**src/rtl/tcf_pkg.sv**
```systemverilog
package tcf_pkg;
  typedef enum logic [2:0] {
    FS_IDLE,
    FS_LEAD,
    FS_MARK,
    FS_ADDR,
    FS_SEP,
    FS_CMD,
    FS_TRAIL
  } frame_st_e;
endpackage

```
**src/rtl/tcf_addr_fmt.sv**
```systemverilog
module tcf_addr_fmt #(
  parameter int ADDR_W = 8
) (
  input  logic [ADDR_W-1:0] engine_i,
  output logic [ADDR_W-1:0] addr_o
);
  // address field value is the engine number plus one, wrapping in the field width
  always_comb begin
    addr_o = engine_i + ADDR_W'(1);
  end
endmodule

```
**src/rtl/tcf_frame_seq.sv**
```systemverilog
module tcf_frame_seq
  import tcf_pkg::*;
#(
  parameter int N_LEAD  = 15,
  parameter int N_TRAIL = 10,
  parameter int ADDR_W  = 8,
  parameter int LW      = 6,
  parameter int CW      = 6
) (
  input  logic          clk,
  input  logic          rst_n,
  input  logic          start_i,
  input  logic          bit_req_i,
  input  logic [LW-1:0] len_q_i,
  output frame_st_e     st_o,
  output logic [CW-1:0] cnt_o,
  output logic          load_o,
  output logic          done_o
);
  frame_st_e     st_q, st_d;
  logic [CW-1:0] cnt_q, cnt_d;
  logic          done_q, done_d;

  always_comb begin
    st_d   = st_q;
    cnt_d  = cnt_q;
    done_d = 1'b0;
    load_o = 1'b0;
    case (st_q)
      FS_IDLE: begin
        if (start_i) begin
          st_d   = FS_LEAD;
          cnt_d  = '0;
          load_o = 1'b1;
        end
      end
      default: begin
        if (bit_req_i) begin
          cnt_d = cnt_q + CW'(1);
          case (st_q)
            FS_LEAD: if (cnt_q == CW'(N_LEAD - 1)) begin
              st_d  = FS_MARK;
              cnt_d = '0;
            end
            FS_MARK: begin
              st_d  = FS_ADDR;
              cnt_d = '0;
            end
            FS_ADDR: if (cnt_q == CW'(ADDR_W - 1)) begin
              st_d  = FS_SEP;
              cnt_d = '0;
            end
            FS_SEP: begin
              st_d  = (len_q_i == '0) ? FS_TRAIL : FS_CMD;
              cnt_d = '0;
            end
            FS_CMD: if (cnt_q == CW'(len_q_i) - CW'(1)) begin
              st_d  = FS_TRAIL;
              cnt_d = '0;
            end
            FS_TRAIL: if (cnt_q == CW'(N_TRAIL - 1)) begin
              st_d   = FS_IDLE;
              cnt_d  = '0;
              done_d = 1'b1;
            end
            default: begin
              st_d  = FS_IDLE;
              cnt_d = '0;
            end
          endcase
        end
      end
    endcase
  end

  always_ff @(posedge clk or negedge rst_n) begin
    if (!rst_n) begin
      st_q   <= FS_IDLE;
      cnt_q  <= '0;
      done_q <= 1'b0;
    end else begin
      st_q   <= st_d;
      cnt_q  <= cnt_d;
      done_q <= done_d;
    end
  end

  assign st_o   = st_q;
  assign cnt_o  = cnt_q;
  assign done_o = done_q;
endmodule

```
**src/rtl/tcf_bit_sel.sv**
```systemverilog
module tcf_bit_sel
  import tcf_pkg::*;
#(
  parameter int ADDR_W  = 8,
  parameter int CMD_MAX = 32,
  parameter int CW      = 6
) (
  input  frame_st_e          st_i,
  input  logic [CW-1:0]      cnt_i,
  input  logic [ADDR_W-1:0]  addr_i,
  input  logic [CMD_MAX-1:0] cmd_i,
  output logic               bit_o
);
  localparam int AIW = (ADDR_W > 1) ? $clog2(ADDR_W) : 1;
  localparam int CIW = (CMD_MAX > 1) ? $clog2(CMD_MAX) : 1;

  always_comb begin
    case (st_i)
      FS_MARK: bit_o = 1'b0;
      FS_ADDR: bit_o = addr_i[cnt_i[AIW-1:0]];
      FS_CMD:  bit_o = cmd_i[cnt_i[CIW-1:0]];
      default: bit_o = 1'b1;
    endcase
  end
endmodule

```
**src/rtl/track_cmd_framer.sv**
```systemverilog
module track_cmd_framer
  import tcf_pkg::*;
#(
  parameter int N_LEAD  = 15,
  parameter int N_TRAIL = 10,
  parameter int CMD_MAX = 32,
  localparam int ADDR_W = 8,
  localparam int LW     = $clog2(CMD_MAX + 1)
) (
  input  logic               clk,
  input  logic               rst_n,
  input  logic               start_i,
  input  logic [ADDR_W-1:0]  engine_i,
  input  logic [CMD_MAX-1:0] cmd_i,
  input  logic [LW-1:0]      cmd_len_i,
  input  logic               bit_req_i,
  output logic               bit_o,
  output logic               busy_o,
  output logic               done_o
);
  localparam int M1   = (N_LEAD > N_TRAIL) ? N_LEAD : N_TRAIL;
  localparam int M2   = (CMD_MAX > ADDR_W) ? CMD_MAX : ADDR_W;
  localparam int MAXC = (M1 > M2) ? M1 : M2;
  localparam int CW   = $clog2(MAXC + 1);

  // asynchronous assert, synchronous release
  logic [1:0] rst_sync_q;
  logic       rst_int_n;
  always_ff @(posedge clk or negedge rst_n) begin
    if (!rst_n) rst_sync_q <= 2'b00;
    else        rst_sync_q <= {rst_sync_q[0], 1'b1};
  end
  assign rst_int_n = rst_sync_q[1];

  logic [ADDR_W-1:0]  addr_d, addr_q;
  logic [CMD_MAX-1:0] cmd_q;
  logic [LW-1:0]      len_d, len_q;
  frame_st_e          st;
  logic [CW-1:0]      cnt;
  logic               load_en;

  tcf_addr_fmt #(.ADDR_W(ADDR_W)) u_addr (
    .engine_i (engine_i),
    .addr_o   (addr_d)
  );

  assign len_d = (cmd_len_i > LW'(CMD_MAX)) ? LW'(CMD_MAX) : cmd_len_i;

  always_ff @(posedge clk or negedge rst_int_n) begin
    if (!rst_int_n) begin
      addr_q <= '0;
      cmd_q  <= '0;
      len_q  <= '0;
    end else if (load_en) begin
      addr_q <= addr_d;
      cmd_q  <= cmd_i;
      len_q  <= len_d;
    end
  end

  tcf_frame_seq #(
    .N_LEAD (N_LEAD),
    .N_TRAIL(N_TRAIL),
    .ADDR_W (ADDR_W),
    .LW     (LW),
    .CW     (CW)
  ) u_seq (
    .clk       (clk),
    .rst_n     (rst_int_n),
    .start_i   (start_i),
    .bit_req_i (bit_req_i),
    .len_q_i   (len_q),
    .st_o      (st),
    .cnt_o     (cnt),
    .load_o    (load_en),
    .done_o    (done_o)
  );

  tcf_bit_sel #(
    .ADDR_W (ADDR_W),
    .CMD_MAX(CMD_MAX),
    .CW     (CW)
  ) u_sel (
    .st_i   (st),
    .cnt_i  (cnt),
    .addr_i (addr_q),
    .cmd_i  (cmd_q),
    .bit_o  (bit_o)
  );

  assign busy_o = (st != FS_IDLE);
endmodule

```
**config.mk**
```make
export PLATFORM = sky130hd
export DESIGN_NAME = track_cmd_framer
export DESIGN_NICKNAME = d
export VERILOG_FILES = /design/src/rtl/tcf_pkg.sv /design/src/rtl/tcf_addr_fmt.sv /design/src/rtl/tcf_frame_seq.sv /design/src/rtl/tcf_bit_sel.sv /design/src/rtl/track_cmd_framer.sv
export SDC_FILE = /design/constraint.sdc
export NUM_CORES = 1
export LEC_CHECK = 0
export ABC_AREA = 1
export BUFFER_PORTS_ARGS = -buffer_cell sky130_fd_sc_hd__buf_2
export CAP_MARGIN = 5
export CORE_MARGIN = 5
export CORE_UTILIZATION = 57
export CTS_CLUSTER_DIAMETER = 80
export CTS_CLUSTER_SIZE = 14
export DETAILED_ROUTE_END_ITERATION = 10
export GPL_ROUTABILITY_DRIVEN = 1
export HOLD_SLACK_MARGIN = 0.03
export PLACE_DENSITY_LB_ADDON = 0.2
export REMOVE_ABC_BUFFERS = 1
export SYNTH_ARGS = -nofsm -noshare
export SYNTH_HDL_FRONTEND = slang
export SYNTH_SLANG_ARGS = --single-unit
export TNS_END_PERCENT = 20
```
**constraint.sdc**
```tcl
create_clock -name clk -period 2.6 [get_ports clk]
set_clock_uncertainty 0.1 [all_clocks]
set_input_delay 0.26 -clock clk [delete_from_list [all_inputs] [get_ports clk]]
set_output_delay 0.26 -clock clk [all_outputs]
set_load 0.02 [all_outputs]
```
==> flow_metrics.py <==
metrics = {
    "status": {
        "outcome": "complete, no violations",
    },
    "route": {
        "wl_per_cell_um": 12.6,
        "drc": 0,
        "wl_um": 7440,
        "first_pass_iters": 4,
        "ant_nets": 0,
        "drt_iter0_drc": 190,
        "via_count": 2995,
        "routed_via_density": 5.08,
    },
    "logic_synthesis": {
        "synth_edf_count": 0,
        "ys_types": 36,
        "syn-cell-area_um2": 3270,
        "ys_async_sr_fraction": 1.00,
        "yosysTopAreaCell": "dfrtp_1",
        "ys_seq_elements": 58,
        "ys_seq_area_frac": 0.443,
        "synth_area_per_cell_um2": 7.58,
        "yosys_most_used_dff": "dfrtp_1",
        "ys_warn_count": 0,
        "synth.top_cells.by_area": "dfrtp_1 44%, nand2_1 16%, o21ai_0 6.4%, inv_1 4.7%, nand3_1 3.7%",
        "synth.top_cell.area_share": 0.443,
        "syn-instance-count": 432,
    },
    "clock_network": {
        "cts_resized": 0,
        "cts_tree": "yes",
        "path_clk_slew_ns": 0.07,
        "clk_latency_ns": 0.34,
        "cts_sinks": 58,
        "htreeDepth": 3,
        "cts_root_buf": "clkbuf_8",
        "cts_buffer_depth": 2,
        "cts_inserted_buffers": 9,
    },
    "final_layout": {
        "fin_cells": 589,
        "mostFrequentLayoutCell": "nand2_1",
        "fin_nets": 568,
        "syn_to_final_growth_pct": 21.8,
        "final_cell_mix": "140 x nand2_1, 57 x dfrtp_1, 52 x buf_2, 42 x o21ai_0, 41 x inv_1",
        "layout-drive-gt1-share": 0.191,
        "antenna_cells": 0,
    },
    "sta": {
        "setup_violations": 0,
        "fin_crit_ns": 2.35,
        "relSlewSlack": 0.657,
        "fmax_mhz": 425,
        "finalSetupTns_ns": 0,
        "hold_viol_final": 0,
        "tightest_slew_ns": 0.515,
        "finalCritPeriodShare": 0.905,
        "drv_slew": 0,
        "rsz0062_at_grt": "false",
    },
    "critical_path": {
        "slowest_delay_ns": 0.53,
        "crit_arrival_ns": 1.99,
        "startpoint_type": "register",
        "rrSetupSlack_ns": 0.51,
        "cp_max_fo": 23,
        "crit_chain": "buf_4, nand2_1, o211ai_1, nand3_1, nand3_1, nand4_1, nand3_1, nand3_1, buf_2",
        "startpoint": "u_seq.cnt_o[0]$_DFFE_PN0P_",
        "required_ns": 2.24,
        "end_kind": "primary output",
        "critical_path.most_common_cell": "nand3_1",
        "cp.buffers_inverters": 2,
        "crit_slowest_cell": "dfrtp_1",
        "critical-path-top-delay-family": "simple AND/OR/NAND/NOR gates",
        "r2r_start": "u_seq.cnt_o[0]$_DFFE_PN0P_",
        "path_class": "reg -> out",
    },
    "global_route": {
        "grt_overflow": 0,
        "use_met1": 0.290,
        "met3_usage": 0.0394,
        "grt_util_all_layers": 0.219,
        "grt_first_pass_wirelength_um": 12900,
        "top_usage_layer": "met2",
        "grt_max_degree": 59,
        "grtUsageMet2": 0.357,
        "antenna_found_initial": 0,
        "grt_pass1_vias": 2868,
    },
    "flow_run": {
        "maxCapViolations": 0,
    },
    "die": {
        "rows": 27,
        "die_x_um": 85.8,
        "die_area_um2": 7360,
        "core-area_um2": 5540,
        "ios": 53,
        "die_h_um": 85.8,
        "start_util": 0.591,
    },
    "power_and_ir_drop": {
        "pwr_density_cell_nw_per_um2": 940,
        "power_mw": 3.75,
        "leakagePower_nw": 2.05,
        "vdd_ir_drop_max_v": 0.000531,
    },
    "placed_design": {
        "io_buffers": 52,
        "gp_congestion": 0.838,
        "hpwlAfterDp_um": 5200,
        "dp_cells": 545,
    },
    "worst_hold_path": {
        "holdCritPathClass": "in -> reg",
        "min_from": "cmd_len_i[1]",
    },
}
[where the power goes]
group          internal (mW)  switching, mW  total [mW]
Combinational          0.579          0.993        1.57
Clock                  0.344          0.354       0.698
Sequential              1.27          0.210        1.48
Total                   2.19           1.56        3.75
[final timing paths]
path	cells after the start	endpoint
worst max-delay path	9	bit_o
worst min-delay path	3	len_q[1]$_DFFE_PN0P_
worst max register to register	9	u_seq.cnt_o[1]$_DFFE_PN0P_
worst min register to register	0	cmd_q[13]$_DFFE_PN0P_
max in group asynchronous	1	addr_q[3]$_DFFE_PN0P_
min in group asynchronous	2	rst_sync_q[0]$_DFF_PN0_
[registers in the layout, indices dropped and copies added, names as in the netlist]
| signal | flops |
|---|---|
| u_seq.cnt_o | 6 |
| len_q | 6 |
| cmd_q | 32 |
| addr_q | 8 |
| rst_sync_q | 2 |
| u_seq.st_o | 3 |
| u_seq.done_o | 1 |
[cell usage after synthesis (2+ instances only)]
cell,count
nor2_1,28
nor4_1,3
nand3_2,3
nand3b_1,2
inv_1,41
nand2_2,3
buf_2,7
nand4_1,7
nand2_4,2
o211ai_1,6
xnor2_1,3
nand3_1,24
dfrtp_1,58
buf_6,5
a21oi_1,14
o21ai_1,4
clkbuf_2,2
inv_2,8
ha_1,6
o21ai_0,42
o21ai_2,2
nand2_1,140
buf_4,3
xor2_1,5
nor2_2,3
[metrics by stage]
| stage | setup slack (ns) | hold slack (ns) | utilization | instance area [µm²] |
|---|---|---|---|---|
| 2_1_floorplan | 0.578 | -0.136 | - | 3150 |
| 3_3_place_gp | 0.633 | -0.0540 | 0.641 | 3550 |
| 3_5_place_dp | 0.527 | -0.0513 | 0.641 | 3550 |
| 4_1_cts | 0.232 | 0.0302 | 0.720 | 3990 |
| 5_1_grt | 0.0696 | 0.0468 | 0.720 | 3990 |
| 6_report | 0.247 | 0.0355 | 0.720 | 3990 |
[timing repair]
action / in CTS / in global routing
buffers inserted: 0 / 0
hold buffers: 28 / 0
hold endpoints to repair: 29 / 0
[worst reg2reg max path, cell delays in order (launching register included)]
cell      delay (ns)
dfrtp_1         0.53
buf_4           0.30
ha_1            0.21
nand2_1         0.08
nor4_1          0.21
o21ai_1         0.09
inv_1           0.16
nand3_2         0.15
nand3b_1        0.11
nand2_1         0.05
[layout make-up]
cell class                 instances  area, µm²
clock inverter                     3       17.5
multi-input combinational        306       1510
clock buffer                      13        139
sequential                        58       1450
fill                             445       1550
timing repair buffer              87        593
tap                               72       90.1
inverter                          50        190
[per-layer routing]
layer	routed length, µm	share of wire
met5	0	0
met4	78	0.010
met3	354	0.048
met2	3630	0.49
met1	3370	0.45
[cell families (layout without fill, tap and decap cells)]
logic type / after synthesis / count (layout) / synth area share
and+or+nand+nor: 219 / 219 / 0.294
AOI/OAI and AO/OA: 72 / 72 / 0.120
buffers and inverters: 68 / 153 / 0.0971
DFF: 58 / 58 / 0.443
xor gates and xnor gates: 8 / 8 / 0.0214
adders and majority gates: 6 / 6 / 0.0229
other: 1 / 1 / 0.00115
No activity file was read; power rests on OpenSTA's default activity.
